## src/rtl/sar_pkg.sv

```systemverilog
package sar_pkg;

    typedef enum logic [1:0] {
        MODE_ONESHOT  = 2'b00,
        MODE_CONT_LSB = 2'b01,
        MODE_REJECT   = 2'b10,
        MODE_CONT_MSB = 2'b11
    } mode_e;

    typedef enum logic [2:0] {
        ST_IDLE,
        ST_BLOCKED,
        ST_CONV,
        ST_DRAIN,
        ST_DONE
    } seq_state_e;

    typedef struct packed {
        logic sampling;
        logic trial;
        logic frame_end;
        logic out_active;
        logic lsb_first;
        logic drive;
        logic samp_pulse;
    } seq_status_t;

    function automatic logic mode_runs(mode_e m);
        return m != MODE_REJECT;
    endfunction

endpackage

```

## src/rtl/sar_seq_ctrl.sv

```systemverilog
module sar_seq_ctrl
    import sar_pkg::*;
#(
    parameter int DATA_W     = 12,
    parameter int SAMPLE_CYC = 4,
    parameter int CHAN_W     = 2,
    parameter int PH_W       = 4
) (
    input  logic              clk,
    input  logic              rst,
    input  logic              cs_n,
    input  logic [1:0]        mode_sel,
    input  logic [CHAN_W-1:0] chan_sel,
    output logic [PH_W-1:0]   phase,
    output logic [CHAN_W-1:0] chan_q,
    output seq_status_t       st
);
    localparam int FRAME_CYC = DATA_W + SAMPLE_CYC;
    localparam logic [PH_W-1:0] PH_LAST   = PH_W'(FRAME_CYC - 1);
    localparam logic [PH_W-1:0] PH_TRIAL0 = PH_W'(SAMPLE_CYC);
    // framing pulse placed so data starts six phases later (next frame)
    localparam logic [PH_W-1:0] PH_SAMP   = PH_W'(FRAME_CYC + SAMPLE_CYC - 6);

    logic       cs_q;
    seq_state_e state;
    mode_e      mode_q;
    logic       out_vld;

    always_ff @(posedge clk) begin
        if (rst) begin
            cs_q    <= 1'b0;
            state   <= ST_IDLE;
            phase   <= '0;
            mode_q  <= MODE_ONESHOT;
            chan_q  <= '0;
            out_vld <= 1'b0;
        end else begin
            cs_q <= cs_n;
            if (cs_n) begin
                state   <= ST_IDLE;
                phase   <= '0;
                out_vld <= 1'b0;
            end else begin
                unique case (state)
                    ST_IDLE: begin
                        if (cs_q) begin
                            mode_q <= mode_e'(mode_sel);
                            phase  <= '0;
                            if (mode_runs(mode_e'(mode_sel))) begin
                                state  <= ST_CONV;
                                chan_q <= chan_sel;
                            end else begin
                                state <= ST_BLOCKED;
                            end
                        end
                    end
                    ST_CONV: begin
                        if (phase == PH_LAST) begin
                            phase   <= '0;
                            out_vld <= 1'b1;
                            if (mode_q == MODE_ONESHOT) state <= ST_DRAIN;
                            else                        chan_q <= chan_sel;
                        end else begin
                            phase <= phase + 1'b1;
                        end
                    end
                    ST_DRAIN: begin
                        if (phase == PH_LAST) begin
                            phase   <= '0;
                            out_vld <= 1'b0;
                            state   <= ST_DONE;
                        end else begin
                            phase <= phase + 1'b1;
                        end
                    end
                    default: ;
                endcase
            end
        end
    end

    always_comb begin
        st.sampling   = (state == ST_CONV) && (phase < PH_TRIAL0);
        st.trial      = (state == ST_CONV) && (phase >= PH_TRIAL0);
        st.frame_end  = (state == ST_CONV) && (phase == PH_LAST);
        st.out_active = out_vld && ((state == ST_CONV) || (state == ST_DRAIN))
                        && (phase >= PH_TRIAL0);
        st.lsb_first  = (mode_q == MODE_CONT_LSB);
        st.drive      = (state == ST_CONV) || (state == ST_DRAIN) || (state == ST_DONE);
        st.samp_pulse = (state == ST_CONV) && (phase == PH_SAMP);
    end

    p_samp_single_r5: assert property (@(posedge clk) disable iff (rst)
        st.samp_pulse |=> !st.samp_pulse);

    p_deselect_idle_r9: assert property (@(posedge clk) disable iff (rst)
        cs_n |=> (state == ST_IDLE));

    p_chan_hold_r4: assert property (@(posedge clk) disable iff (rst)
        (state == ST_CONV && phase != '0) |-> $stable(chan_q));

    p_mode_hold_r11: assert property (@(posedge clk) disable iff (rst)
        (state != ST_IDLE && $past(state) != ST_IDLE) |-> $stable(mode_q));

    p_done_quiet_r6: assert property (@(posedge clk) disable iff (rst)
        (state == ST_DONE) |-> (!st.trial && !st.samp_pulse && !st.out_active));

endmodule

```

## src/rtl/sar_bit_engine.sv

```systemverilog
module sar_bit_engine #(
    parameter int DATA_W     = 12,
    parameter int SAMPLE_CYC = 4,
    parameter int PH_W       = 4
) (
    input  logic              clk,
    input  logic              rst,
    input  logic              trial,
    input  logic              frame_end,
    input  logic [PH_W-1:0]   phase,
    input  logic              cmp_hi,
    output logic [DATA_W-1:0] dac_code,
    output logic [DATA_W-1:0] result
);
    localparam int FRAME_CYC = DATA_W + SAMPLE_CYC;

    logic [DATA_W-1:0] sar;
    logic [DATA_W-1:0] bit_sel;
    logic [DATA_W-1:0] trial_code;

    // bit i is tried in phase FRAME_CYC-1-i, MSB first
    for (genvar i = 0; i < DATA_W; i++) begin : g_bit_sel
        assign bit_sel[i] = trial && (phase == PH_W'(FRAME_CYC - 1 - i));
    end

    assign trial_code = sar | bit_sel;
    assign dac_code   = trial ? trial_code : '0;

    always_ff @(posedge clk) begin
        if (rst) begin
            sar    <= '0;
            result <= '0;
        end else begin
            if (!trial)      sar <= '0;
            else if (cmp_hi) sar <= trial_code;
            if (frame_end) result <= cmp_hi ? trial_code : sar;
        end
    end

    p_trial_onehot_r3: assert property (@(posedge clk) disable iff (rst)
        trial |-> ($countones(bit_sel) == 1));

    p_sar_cleared_r3: assert property (@(posedge clk) disable iff (rst)
        (trial && phase == PH_W'(SAMPLE_CYC)) |-> (sar == '0));

    p_latch_stable_r12: assert property (@(posedge clk) disable iff (rst)
        !$past(frame_end) |-> $stable(result));

endmodule

```

## src/rtl/sar_serial_out.sv

```systemverilog
module sar_serial_out #(
    parameter int DATA_W     = 12,
    parameter int SAMPLE_CYC = 4,
    parameter int PH_W       = 4
) (
    input  logic              clk,
    input  logic              rst,
    input  logic [DATA_W-1:0] result,
    input  logic [PH_W-1:0]   phase,
    input  logic              out_active,
    input  logic              lsb_first,
    output logic              sdo
);
    localparam int IDX_W = $clog2(DATA_W);

    logic [DATA_W-1:0] rev;
    logic [DATA_W-1:0] ordered;
    logic [PH_W-1:0]   offs;
    logic [IDX_W-1:0]  idx;

    for (genvar i = 0; i < DATA_W; i++) begin : g_rev
        assign rev[i] = result[DATA_W-1-i];
    end

    assign ordered = lsb_first ? result : rev;
    assign offs    = phase - PH_W'(SAMPLE_CYC);
    assign idx     = offs[IDX_W-1:0];
    assign sdo     = out_active ? ordered[idx] : 1'b0;

    p_idx_range_r5: assert property (@(posedge clk) disable iff (rst)
        out_active |-> (offs < PH_W'(DATA_W)));

endmodule

```

## src/rtl/sar_serial_seq.sv

```systemverilog
module sar_serial_seq
    import sar_pkg::*;
#(
    parameter int DATA_W     = 12,
    parameter int SAMPLE_CYC = 4,
    parameter int CHAN_W     = 2
) (
    input  logic              clk,
    input  logic              rst,
    input  logic              cs_n,
    input  logic [1:0]        mode_sel,
    input  logic [CHAN_W-1:0] chan_sel,
    input  logic              cmp_hi,
    output logic [CHAN_W-1:0] mux_sel,
    output logic              hold,
    output logic [DATA_W-1:0] dac_code,
    output logic              sdo,
    output logic              sdo_oe,
    output logic              samp,
    output logic              samp_oe
);
    localparam int FRAME_CYC = DATA_W + SAMPLE_CYC;
    localparam int PH_W      = $clog2(FRAME_CYC);

    logic [PH_W-1:0]   phase;
    seq_status_t       st;
    logic [DATA_W-1:0] result;

    sar_seq_ctrl #(
        .DATA_W(DATA_W), .SAMPLE_CYC(SAMPLE_CYC), .CHAN_W(CHAN_W), .PH_W(PH_W)
    ) ctrl_i (
        .clk(clk), .rst(rst), .cs_n(cs_n), .mode_sel(mode_sel),
        .chan_sel(chan_sel), .phase(phase), .chan_q(mux_sel), .st(st)
    );

    sar_bit_engine #(
        .DATA_W(DATA_W), .SAMPLE_CYC(SAMPLE_CYC), .PH_W(PH_W)
    ) engine_i (
        .clk(clk), .rst(rst), .trial(st.trial), .frame_end(st.frame_end),
        .phase(phase), .cmp_hi(cmp_hi), .dac_code(dac_code), .result(result)
    );

    sar_serial_out #(
        .DATA_W(DATA_W), .SAMPLE_CYC(SAMPLE_CYC), .PH_W(PH_W)
    ) out_i (
        .clk(clk), .rst(rst), .result(result), .phase(phase),
        .out_active(st.out_active), .lsb_first(st.lsb_first), .sdo(sdo)
    );

    assign hold    = st.trial;
    assign samp    = st.samp_pulse;
    assign sdo_oe  = st.drive;
    assign samp_oe = st.drive;

    p_reset_quiet_r1: assert property (@(posedge clk)
        rst |=> (!sdo_oe && !samp_oe && !hold && dac_code == '0));

    p_released_quiet_r10: assert property (@(posedge clk) disable iff (rst)
        !sdo_oe |-> (!hold && !samp && !sdo));

endmodule

```

## config.mk

```make
export PLATFORM = sky130hd
export DESIGN_NAME = sar_serial_seq
export DESIGN_NICKNAME = d
export VERILOG_FILES = /design/src/rtl/sar_pkg.sv /design/src/rtl/sar_seq_ctrl.sv /design/src/rtl/sar_bit_engine.sv /design/src/rtl/sar_serial_out.sv /design/src/rtl/sar_serial_seq.sv
export SDC_FILE = /design/constraint.sdc
export NUM_CORES = 1
export LEC_CHECK = 0
export BUFFER_PORTS_ARGS = -buffer_cell sky130_fd_sc_hd__buf_2
export CAP_MARGIN = 25
export CORE_MARGIN = 5
export CORE_UTILIZATION = 50
export DETAILED_ROUTE_END_ITERATION = 8
export PLACE_DENSITY = 0.71
export SKIP_LAST_GASP = 1
export SYNTH_ARGS = -nofsm -noshare
export SYNTH_HDL_FRONTEND = slang
export SYNTH_SLANG_ARGS = --single-unit
```

## constraint.sdc

```tcl
create_clock -name clk -period 5.2 [get_ports clk]
set_input_delay 0.52 -clock clk [delete_from_list [all_inputs] [get_ports clk]]
set_output_delay 0.52 -clock clk [all_outputs]
set_load 0.03 [all_outputs]
```

### Word-level counts from Yosys, hierarchy flattened

Cells that the tools add are included.

* word-level logic and storage cells: 94
* bits of input ports: 8
* output and inout bits: 19
* register bits: 37

* reduce and logical (&&, ||, !) cells: 33
* bitwise logic cells: 3
* magnitude comparators: 2
* equality and inequality tests: 23
* muxes and demuxes: 23
* add/sub/neg operators: 2

Operators with widths (number)
* $mux 12: 3
* $eq 4x4->1 const B: 8
* $logic_and 1x1->1: 17
* $eq 4x3->1 const B: 4
* $mux 3: 4
* $or 12x12->12: 1
* $mux 2: 5
* $ne 2x1->1 const B: 5
* $pmux 3 s3: 1
* $mux 4: 2
* $pmux 4 s2: 1
* $eq 3x2->1 const B: 2
* $reduce_and 3->1: 2
* $reduce_and 6->1: 1
* $reduce_bool 2->1: 3
* $reduce_or 2->1: 3
* $lt 4x5->1 const B: 1
* $reduce_and 5->1: 1
* $add 4x1->4 const B: 1
* $bmux 1 s4: 1
* $ge 4x3->1 const B: 1
* $mux 1: 4
* $ne 2x2->1 const B: 2
* $pmux 2 s2: 1
* 10 further kinds: 12

### Longest topological paths before layout

Gate-level depths: netlist (run 1).

* word-level depth: 5
* gate-level depth with buffers: 7
* mapped depth without buffers: 6

### Hierarchy

A second synthesis (run 1) with hierarchy kept.

* cells, all modules: 251
* area, all modules: 2157.1 µm²

Modules (own cells, without submodules)
* sar_bit_engine: times used 1, area each 1147.4 µm², cells each 126, seq. area each 480.5 µm²
* sar_seq_ctrl: times used 1, area each 729.4 µm², cells each 89, seq. area each 260.2 µm²
* sar_serial_out: times used 1, area each 272.8 µm², cells each 35, seq. area each 0.0 µm²
* sar_serial_seq: times used 1, area each 7.5 µm², cells each 1, seq. area each 0.0 µm²

### Worst setup path after synthesis (run 1)

OpenSTA, ideal clock, no wires.

* path type: register to output
* start: reg ctrl_i.phase[0]
* end: out sdo
* data arrival time: 1.658 ns
* path slack: 3.022 ns
* buffers on the path: 1
* data required time: 4.680 ns
* cell stages (with the launch flop): 5
* path through: dfxtp_1 -> buf_2 -> mux4_2 -> a211o_1 -> o2111a_1

* longest elaborated chain between the ends: 4
* elaborated cells on any way between the ends: 6
* those cells by class: add/sub: 1; order compare: 1; mux: 3; reduce/logical: 1

RTL lines
* from (decl): RTL line sar_seq_ctrl.sv:14 `output logic [PH_W-1:0] phase,`
* from (signal assigned): RTL line sar_seq_ctrl.sv:64 `phase <= phase + 1'b1;`
* from (signal assigned): RTL line sar_seq_ctrl.sv:73 `phase <= phase + 1'b1;`
* $sub 4x3->4: RTL line sar_serial_out.sv:26 `assign offs = phase - PH_W'(SAMPLE_CYC);`
* $bmux 1 s4: RTL line sar_serial_out.sv:28 `assign sdo = out_active ? ordered[idx] : 1'b0;`
* $mux 1 (not written as such): RTL line sar_serial_out.sv:28
* $mux 1 *: RTL line sar_serial_out.sv:28
* to (decl): RTL line sar_serial_seq.sv:17 `output logic sdo,`

Mark *: on every way between the ends. The rest lies on a longest branch, timed or not. The select of a mux whose other input is x is not followed.

### Worst setup path after layout (run 1)

* start: reg ctrl_i.mode_q[1]
* end: out sdo

* longest elaborated chain between the ends: 5

RTL lines
* from (decl): RTL line sar_seq_ctrl.sv:26 `mode_e mode_q;`
* from (signal assigned): RTL line sar_seq_ctrl.sv:47 `mode_q <= mode_e'(mode_sel);`
* $eq 2x1->1: RTL line sar_seq_ctrl.sv:88 `st.lsb_first = (mode_q == MODE_CONT_LSB);`
* $mux 12: RTL line sar_serial_out.sv:25 `assign ordered = lsb_first ? result : rev;`
* $bmux 1 s4: RTL line sar_serial_out.sv:28
* $mux 1 (not written as such): RTL line sar_serial_out.sv:28
* $mux 1: RTL line sar_serial_out.sv:28

No other way between the ends. The select of a mux whose other input is x is not followed.

==> impl_metrics.sql, run 1 <==
INSERT INTO impl_metrics (metric_group, metric, value, unit) VALUES
('run_status', 'outcome', 'completed', ''),
('clock_tree', 'worst_skew_pair.late_latency', '290', 'ps'),
('synthesis', 'async_reset_ff_share', '0', '%'),
('clock_tree', 'tritoncts', 'yes', ''),
('layout', 'drive_gt1_share', '19.20', '%'),
('floorplanning', 'die-width', '72.82', 'um'),
('sta', 'max_freq', '370.2', 'MHz'),
('place', 'placed_cells_incl_taps', '290', ''),
('route', 'routed_wire_length_per_instance', '15.87', 'um'),
('global_route', 'number_of_global_route_vias_before_repair', '1670', ''),
('clock_tree', 'h-tree-depth', '2', ''),
('worst_hold_path', 'hold_path.class', 'in2reg', ''),
('clock_tree', 'cts_made_buffers', '5', ''),
('synthesis', 'synth_edf_count', '0', ''),
('floorplanning', 'die_height', '72.82', 'um'),
('sta', 'timing.final.setup_violations', '0', ''),
('clock_tree', 'cts_post_setup_buffers_inserted', '0', ''),
('layout', 'layout.cells.most_common_list', 'sky130_fd_sc_hd__nor2_1 (45), sky130_fd_sc_hd__dfxtp_1 (37), sky130_fd_sc_hd__a21oi_1 (32), sky130_fd_sc_hd__buf_2 (26)', ''),
('sta', 'slew_viol_final', '0', ''),
('setup_path', 'cp.required', '4680', 'ps'),
('synthesis', 'synthesis.area', '1973', 'sq um'),
('worst_hold_path', 'whs_path_depth', '3', ''),
('floorplanning', 'number_of_top_level_design_ports', '27', ''),
('synthesis', 'synthesized_netlist_net_count', '247', ''),
('power', 'power.density_cell_area', '263.6', 'nW/um^2'),
('synthesis', 'postSynthCellCount', '231', ''),
('global_route', 'groute.usage.overall', '20.02', '%'),
('sta', 'timing.final.crit_share', '51.95', '%'),
('layout', 'final_nets', '265', ''),
('setup_path', 'criticalPathCategory', 'reg2out', ''),
('clock_tree', 'worst_setup_hold_path_clk_slew', '70', 'ps'),
('route', 'drc', '0', ''),
('route', 'drtIter0Drc', '145', ''),
('route', 'firstDrtPassIters', '4', ''),
('setup_path', 'timing.critical_path.arrival', '2180', 'ps'),
('route', 'antenna_violating_nets_post_route', '0', ''),
('route', 'avgViaCountPerCell', '5.698', ''),
('layout', 'final-seq-area', '740.7', 'sq um'),
('flow_run', 'max_cap_violations', '0', ''),
('synthesis', 'synth.lib_cells_used.distinct', '45', ''),
('synthesis', 'seq_area_frac_synth', '37.54', '%'),
('setup_path', 'cp-start-kind', 'register', ''),
('sta', 'max-slew-margin-rel', '41.52', '%'),
('global_route', 'first_pass_grt_wire_length', '8197', 'um'),
('global_route', 'grt_start_max_net_pins', '27', ''),
('sta', 'hold_viol', '0', ''),
('sta', 'timing.clock.skew', '4.555', 'ps'),
('floorplanning', 'num_rows', '22', ''),
('power', 'total_leakage_power', '0.8049', 'nW'),
('floorplanning', 'die_outline_area', '5303', 'sq um'),
('sta', 'tightest_slew', '874.4', 'ps'),
('sta', 'setup_tns', '0', 'ps'),
('layout', 'post_layout_nonfiller_instances', '298', ''),
('clock_tree', 'clock-sinks', '37', ''),
('clock_tree', 'cts_resized', '0', ''),
('synthesis', 'synthesized_area_per_cell', '8.542', 'sq um'),
('layout', 'num-fill-cells', '375', ''),
('route', 'route.final.wire_length', '4730', 'um'),
('synthesis', 'seq_cells_post_synth', '37', ''),
('floorplanning', 'coreArea', '3744', 'sq um'),
('place', 'hpwl', '3398', 'um'),
('place', 'dp_worst_setup_slack', '2842', 'ps'),
('floorplanning', 'start_util', '52.71', '%'),
('clock_tree', 'ctsRootBufferMaster', 'sky130_fd_sc_hd__clkbuf_8', ''),
('sta', 'fin_crit_period', '2701', 'ps'),
('setup_path', 'endpoint_kind', 'primary output', ''),
('synthesis', 'postSynth.topFlopCell', 'sky130_fd_sc_hd__dfxtp_1', ''),
('clock_tree', 'max-clock-path-buffers', '2', ''),
('synthesis', 'ys.warnings.count', '0', ''),
('global_route', 'grt-ovfl-total', '0', ''),
('layout', 'multi_input_comb_area', '1109', 'sq um'),
('setup_path', 'worstRegToRegCells', '5', ''),
('setup_path', 'crit_fanout', '8', ''),
('place', 'portBuffers', '26', ''),
('layout', 'final_antenna_diode_count', '0', ''),
('sta', 'grt_setup_unrepaired', 'false', ''),
('route', 'routed-via-count', '1698', ''),
('layout', 'area.growth.synth_to_final', '11.16', '%'),
('clock_tree', 'cts_hold_buffers', '0', ''),
('setup_path', 'regToRegSetupSlack', '2840', 'ps'),
('layout', 'mostFrequentLayoutCell', 'sky130_fd_sc_hd__nor2_1', ''),
('place', 'gp_congestion', '0.8416', ''),
('sta', 'layout_setup_ws', '2499', 'ps'),
('power', 'vdd_ir_drop_max', '0.1600', 'mV'),
('global_route', 'grt_antenna_before_repair', '0', '');
==> synthesized netlist by cell type, types with 2 or more instances <==
cell	n	area, sq um
sky130_fd_sc_hd__inv_1	9	33.78
sky130_fd_sc_hd__and3_1	2	12.51
sky130_fd_sc_hd__and3b_1	4	35.03
sky130_fd_sc_hd__nand2b_1	4	25.02
sky130_fd_sc_hd__buf_6	3	33.78
sky130_fd_sc_hd__a211oi_1	9	67.56
sky130_fd_sc_hd__a31oi_1	4	25.02
sky130_fd_sc_hd__a211oi_2	2	25.02
sky130_fd_sc_hd__nor2_1	45	168.9
sky130_fd_sc_hd__o21ai_0	7	35.03
sky130_fd_sc_hd__nor2b_1	4	25.02
sky130_fd_sc_hd__a21oi_1	32	160.2
sky130_fd_sc_hd__clkbuf_1	5	18.77
sky130_fd_sc_hd__mux4_2	4	90.09
sky130_fd_sc_hd__nor3b_1	2	15.01
sky130_fd_sc_hd__ha_1	8	100.1
sky130_fd_sc_hd__dfxtp_1	37	740.7
sky130_fd_sc_hd__nor3_1	3	15.01
sky130_fd_sc_hd__buf_2	5	25.02
sky130_fd_sc_hd__nor3_4	3	48.80
sky130_fd_sc_hd__a2111oi_0	4	35.03
sky130_fd_sc_hd__nor2_2	3	18.77
sky130_fd_sc_hd__o21bai_1	2	15.01
sky130_fd_sc_hd__and2_1	2	12.51
sky130_fd_sc_hd__nand2_1	6	22.52
sky130_fd_sc_hd__nand3_1	3	15.01
==> flip-flops by register name, summed over array words and instances (netlist names) <==
signal / count
engine_i.result: 12
ctrl_i.mode_q: 2
ctrl_i.chan_q: 2
ctrl_i.out_vld: 1
engine_i.sar: 12
ctrl_i.state: 3
ctrl_i.phase: 4
ctrl_i.cs_q: 1
==> path summary, 6_finish.rpt <==
path,start,to
worst min register to register,engine_i.sar[0],engine_i.sar[0]
worst max-delay path,ctrl_i.mode_q[1],sdo
worst max register to register,ctrl_i.phase[0],engine_i.result[4]
worst min-delay path,mode_sel[0],ctrl_i.mode_q[0]
==> layer usage <==
metal / track usage (%) / vias up / part of all wire, % / wire length (um)
li1: - / 860 / - / -
met1: 27.18 / 787 / 47 / 2236
met3: 5.234 / 5 / 5.2 / 248
met5: 0 / - / 0 / 0
met4: 6.148 / 0 / 1.2 / 59
met2: 31.06 / 46 / 46 / 2186
==> through the flow <==
step                      hold slack, ps  power (mW)  util, %  cell area [sq um]
after global routing               476.5      0.6027    58.59               2193
after detailed placement           462.8      0.3250    55.38               2073
final                              475.1      0.5782    58.59               2193
after global placement             448.9      0.3246    55.38               2073
after floorplan                    436.7      0.3177        -               1973
after CTS                          469.9      0.5808    58.59               2193
==> where the power goes <==
part	total, mW	switching [mW]	internal, mW
clock network	0.259	0.103	0.156
logic	0.0303	0.0198	0.0105
registers	0.289	0.00326	0.285
==> kinds of logic after synthesis <==
logic type	after synthesis	synth area share, %
simple gates	89	24.22
fa+ha+maj	8	5.073
buf+inv	24	6.277
mux	4	4.566
compound gates	69	22.32
flops	37	37.54
==> final cells by class <==
cell class | count | area share [%]
Inverter | 9 | 1.540
Multi-Input combinational cell | 170 | 50.54
Timing Repair Buffer | 26 | 5.933
Sequential cell | 37 | 33.77
Tap cell | 48 | 2.738
Clock buffer | 6 | 3.765
Clock inverter | 2 | 1.711
==> critical path, cell delays in order, from the launching register on <==
cell	delay (ps)
sky130_fd_sc_hd__dfxtp_1	450
sky130_fd_sc_hd__nand2b_1	330
sky130_fd_sc_hd__a2111oi_0	180
sky130_fd_sc_hd__o41ai_1	480
sky130_fd_sc_hd__o2111a_1	260
sky130_fd_sc_hd__buf_2	200
Note: power is estimated with default switching activity, not from simulation.
==> inputs of run 2 (changes only) <==
PLACE_DENSITY = 0.74   (was 0.71)
clock period = 2.45 ns   (was 5.2 ns; I/O delays follow)
==> run 2 against run 1 <==
Net effect:
- first-iteration DRC count decreased by 28%
- largest power group unchanged
- register-to-register slack got worse by 2400 ps
- sequential share of layout area increased by 0.29 points
- global-route usage decreased by 0.89 points
- critical path type unchanged
- highest routed layer unchanged
- critical path depth unchanged
- core utilization decreased by 0.40 points
- wire length decreased by 4.0%
- non-clock buffer count increased by 2
- worst hold slack got worse by 280 ps
- clock power increased by 68%
- power increased by 92%
==> impl_metrics.sql, run 2 (synthesized netlist as in run 1, its figures left out) <==
INSERT INTO impl_metrics (metric_group, metric, value, unit) VALUES
('place', 'dp_worst_setup_slack', '363.0', 'ps'),
('layout', 'mostFrequentLayoutCell', 'sky130_fd_sc_hd__nor2_1', ''),
('layout', 'area.growth.synth_to_final', '10.40', '%'),
('clock_tree', 'max-clock-path-buffers', '2', ''),
('place', 'portBuffers', '26', ''),
('sta', 'timing.clock.skew', '3.286', 'ps'),
('route', 'routed_wire_length_per_instance', '15.19', 'um'),
('clock_tree', 'ctsRootBufferMaster', 'sky130_fd_sc_hd__clkbuf_8', ''),
('clock_tree', 'cts_made_buffers', '5', ''),
('floorplanning', 'die_outline_area', '5303', 'sq um'),
('setup_path', 'critical_path.startpoint', 'ctrl_i.mode_q[1]', ''),
('sta', 'hold_slack', '196.6', 'ps'),
('floorplanning', 'start_util', '52.71', '%'),
('route', 'drc', '0', ''),
('clock_tree', 'clock-sinks', '37', ''),
('global_route', 'number_of_global_route_vias_before_repair', '1617', ''),
('layout', 'layout_top_registers', 'engine_i.result (12), engine_i.sar (12), ctrl_i.phase (4)', ''),
('setup_path', 'criticalPathCategory', 'reg2out', ''),
('setup_path', 'cp.required', '2200', 'ps'),
('floorplanning', 'die_height', '72.82', 'um'),
('route', 'route.final.wire_length', '4541', 'um'),
('power', 'power.density_cell_area', '509.6', 'nW/um^2'),
('layout', 'layout.cells.most_common_list', 'sky130_fd_sc_hd__nor2_1 (45), sky130_fd_sc_hd__dfxtp_1 (36), sky130_fd_sc_hd__a21oi_1 (32), sky130_fd_sc_hd__buf_2 (26)', ''),
('layout', 'final_nets', '267', ''),
('sta', 'timing.final.setup_violations', '0', ''),
('floorplanning', 'coreArea', '3744', 'sq um'),
('sta', 'fin_crit_period', '2245', 'ps'),
('setup_path', 'timing.rr.end', 'ctrl_i.state[0]', ''),
('layout', 'post_layout_nonfiller_instances', '299', ''),
('sta', 'setup_tns', '0', 'ps'),
('sta', 'layout_setup_ws', '205.4', 'ps'),
('sta', 'grt_setup_unrepaired', 'false', ''),
('flow_run', 'max_cap_violations', '0', ''),
('place', 'hpwl', '3351', 'um'),
('global_route', 'grt-ovfl-total', '0', ''),
('layout', 'drive_gt1_share', '19.92', '%'),
('route', 'antenna_violating_nets_post_route', '0', ''),
('global_route', 'grt_antenna_before_repair', '0', ''),
('clock_tree', 'tritoncts', 'yes', ''),
('sta', 'tightest_slew', '503.4', 'ps'),
('setup_path', 'critical_path.endpoint', 'sdo', ''),
('power', 'vdd_ir_drop_max', '0.3348', 'mV'),
('setup_path', 'critical_path.max_stage_delay', '440', 'ps'),
('place', 'gp_congestion', '0.8525', ''),
('global_route', 'grt_start_max_net_pins', '27', ''),
('setup_path', 'timing.critical_path.cells', 'nand2b_2 > mux4_2 > a211o_1 > o2111a_1 > buf_2', ''),
('clock_tree', 'worst_setup_hold_path_clk_slew', '70', 'ps'),
('global_route', 'first_pass_grt_wire_length', '7955', 'um'),
('worst_hold_path', 'hold_path.class', 'in2reg', ''),
('place', 'placed_cells_incl_taps', '292', ''),
('route', 'firstDrtPassIters', '4', ''),
('route', 'drtIter0Drc', '104', ''),
('sta', 'max-slew-margin-rel', '66.37', '%'),
('floorplanning', 'num_rows', '22', ''),
('sta', 'hold_viol', '0', ''),
('route', 'avgViaCountPerCell', '5.706', ''),
('sta', 'max_freq', '445.5', 'MHz'),
('route', 'routed-via-count', '1706', ''),
('global_route', 'groute.usage.overall', '19.12', '%'),
('sta', 'slew_viol_final', '0', ''),
('clock_tree', 'worst_skew_pair.late_latency', '290', 'ps'),
('floorplanning', 'die-width', '72.82', 'um'),
('setup_path', 'crit_fanout', '8', ''),
('setup_path', 'timing.critical_path.arrival', '2000', 'ps'),
('floorplanning', 'number_of_top_level_design_ports', '27', ''),
('power', 'total_leakage_power', '0.8033', 'nW'),
('layout', 'num-fill-cells', '380', ''),
('setup_path', 'cp-start-kind', 'register', ''),
('clock_tree', 'h-tree-depth', '2', ''),
('layout', 'final_antenna_diode_count', '0', ''),
('setup_path', 'r2r_start', 'ctrl_i.phase[2]', ''),
('sta', 'timing.final.crit_share', '91.62', '%'),
('setup_path', 'regToRegSetupSlack', '450', 'ps'),
('layout', 'utilization', '58.19', '%'),
('setup_path', 'slowest_cell_on_the_critical_path', 'sky130_fd_sc_hd__dfxtp_1', ''),
('setup_path', 'endpoint_kind', 'primary output', ''),
('setup_path', 'worstRegToRegCells', '5', ''),
('run_status', 'outcome', 'completed', '');
## run 2: report_power, final
part	switching (mW)	internal (mW)	total, mW	leakage (nW)
combinational	0.0403	0.0234	0.0637	0.460
clock	0.211	0.223	0.434	0.0443
sequential	0.00678	0.606	0.613	0.299
## run 2: layer usage
layer	vias to the layer above	global-route usage (%)	wire length (um)
li1	865	-	-
met5	-	0	0
met1	795	28.17	2324
met4	0	7.172	57
met2	41	27.05	1965
met3	5	4.132	193
## run 2: worst max-delay path: cells and delay by family (launching register included)
kind,cells,cell delay (ps)
muxes,1,310
AOI/OAI and AO/OA,2,530
DFF,1,440
and+or+nand+nor,1,250
buffers and inverters,1,170
## run 2: worst min path at each step
stage	start	to	slack [ps]	depth (start not counted)
6_report	mode_sel[1]	ctrl_i.mode_q[1]	200	3
2_1_floorplan	cs_n	ctrl_i.cs_q	370	1
3_5_place_dp	engine_i.sar[0]	engine_i.sar[0]	480	2
5_1_grt	mode_sel[1]	ctrl_i.mode_q[1]	210	3
4_1_cts	mode_sel[1]	ctrl_i.mode_q[1]	200	3
3_3_place_gp	engine_i.sar[0]	engine_i.sar[0]	460	2
## run 2: what timing repair did
action	CTS	global route
setup buffers	0	0
endpoints found under the setup margin	0	1
gates resized for setup	0	2
hold buffers	0	0
## run 2: final cells by class
class	count	area, sq um	area share, %
multi-input cells	170	1111	51.01
flip-flops and latches	37	742.0	34.06
repair buffers	28	145.1	6.663
clock buffers	7	86.33	3.963
well taps	48	60.06	2.757
inverters	9	33.78	1.551
## run 2: metrics by stage
stage / area [sq um] / total power [mW]
after floorplan: 1973 / 0.6744
after global placement: 2088 / 0.6891
after detailed placement: 2088 / 0.6898
after CTS: 2175 / 1.111
after global routing: 2178 / 1.141
final: 2178 / 1.110
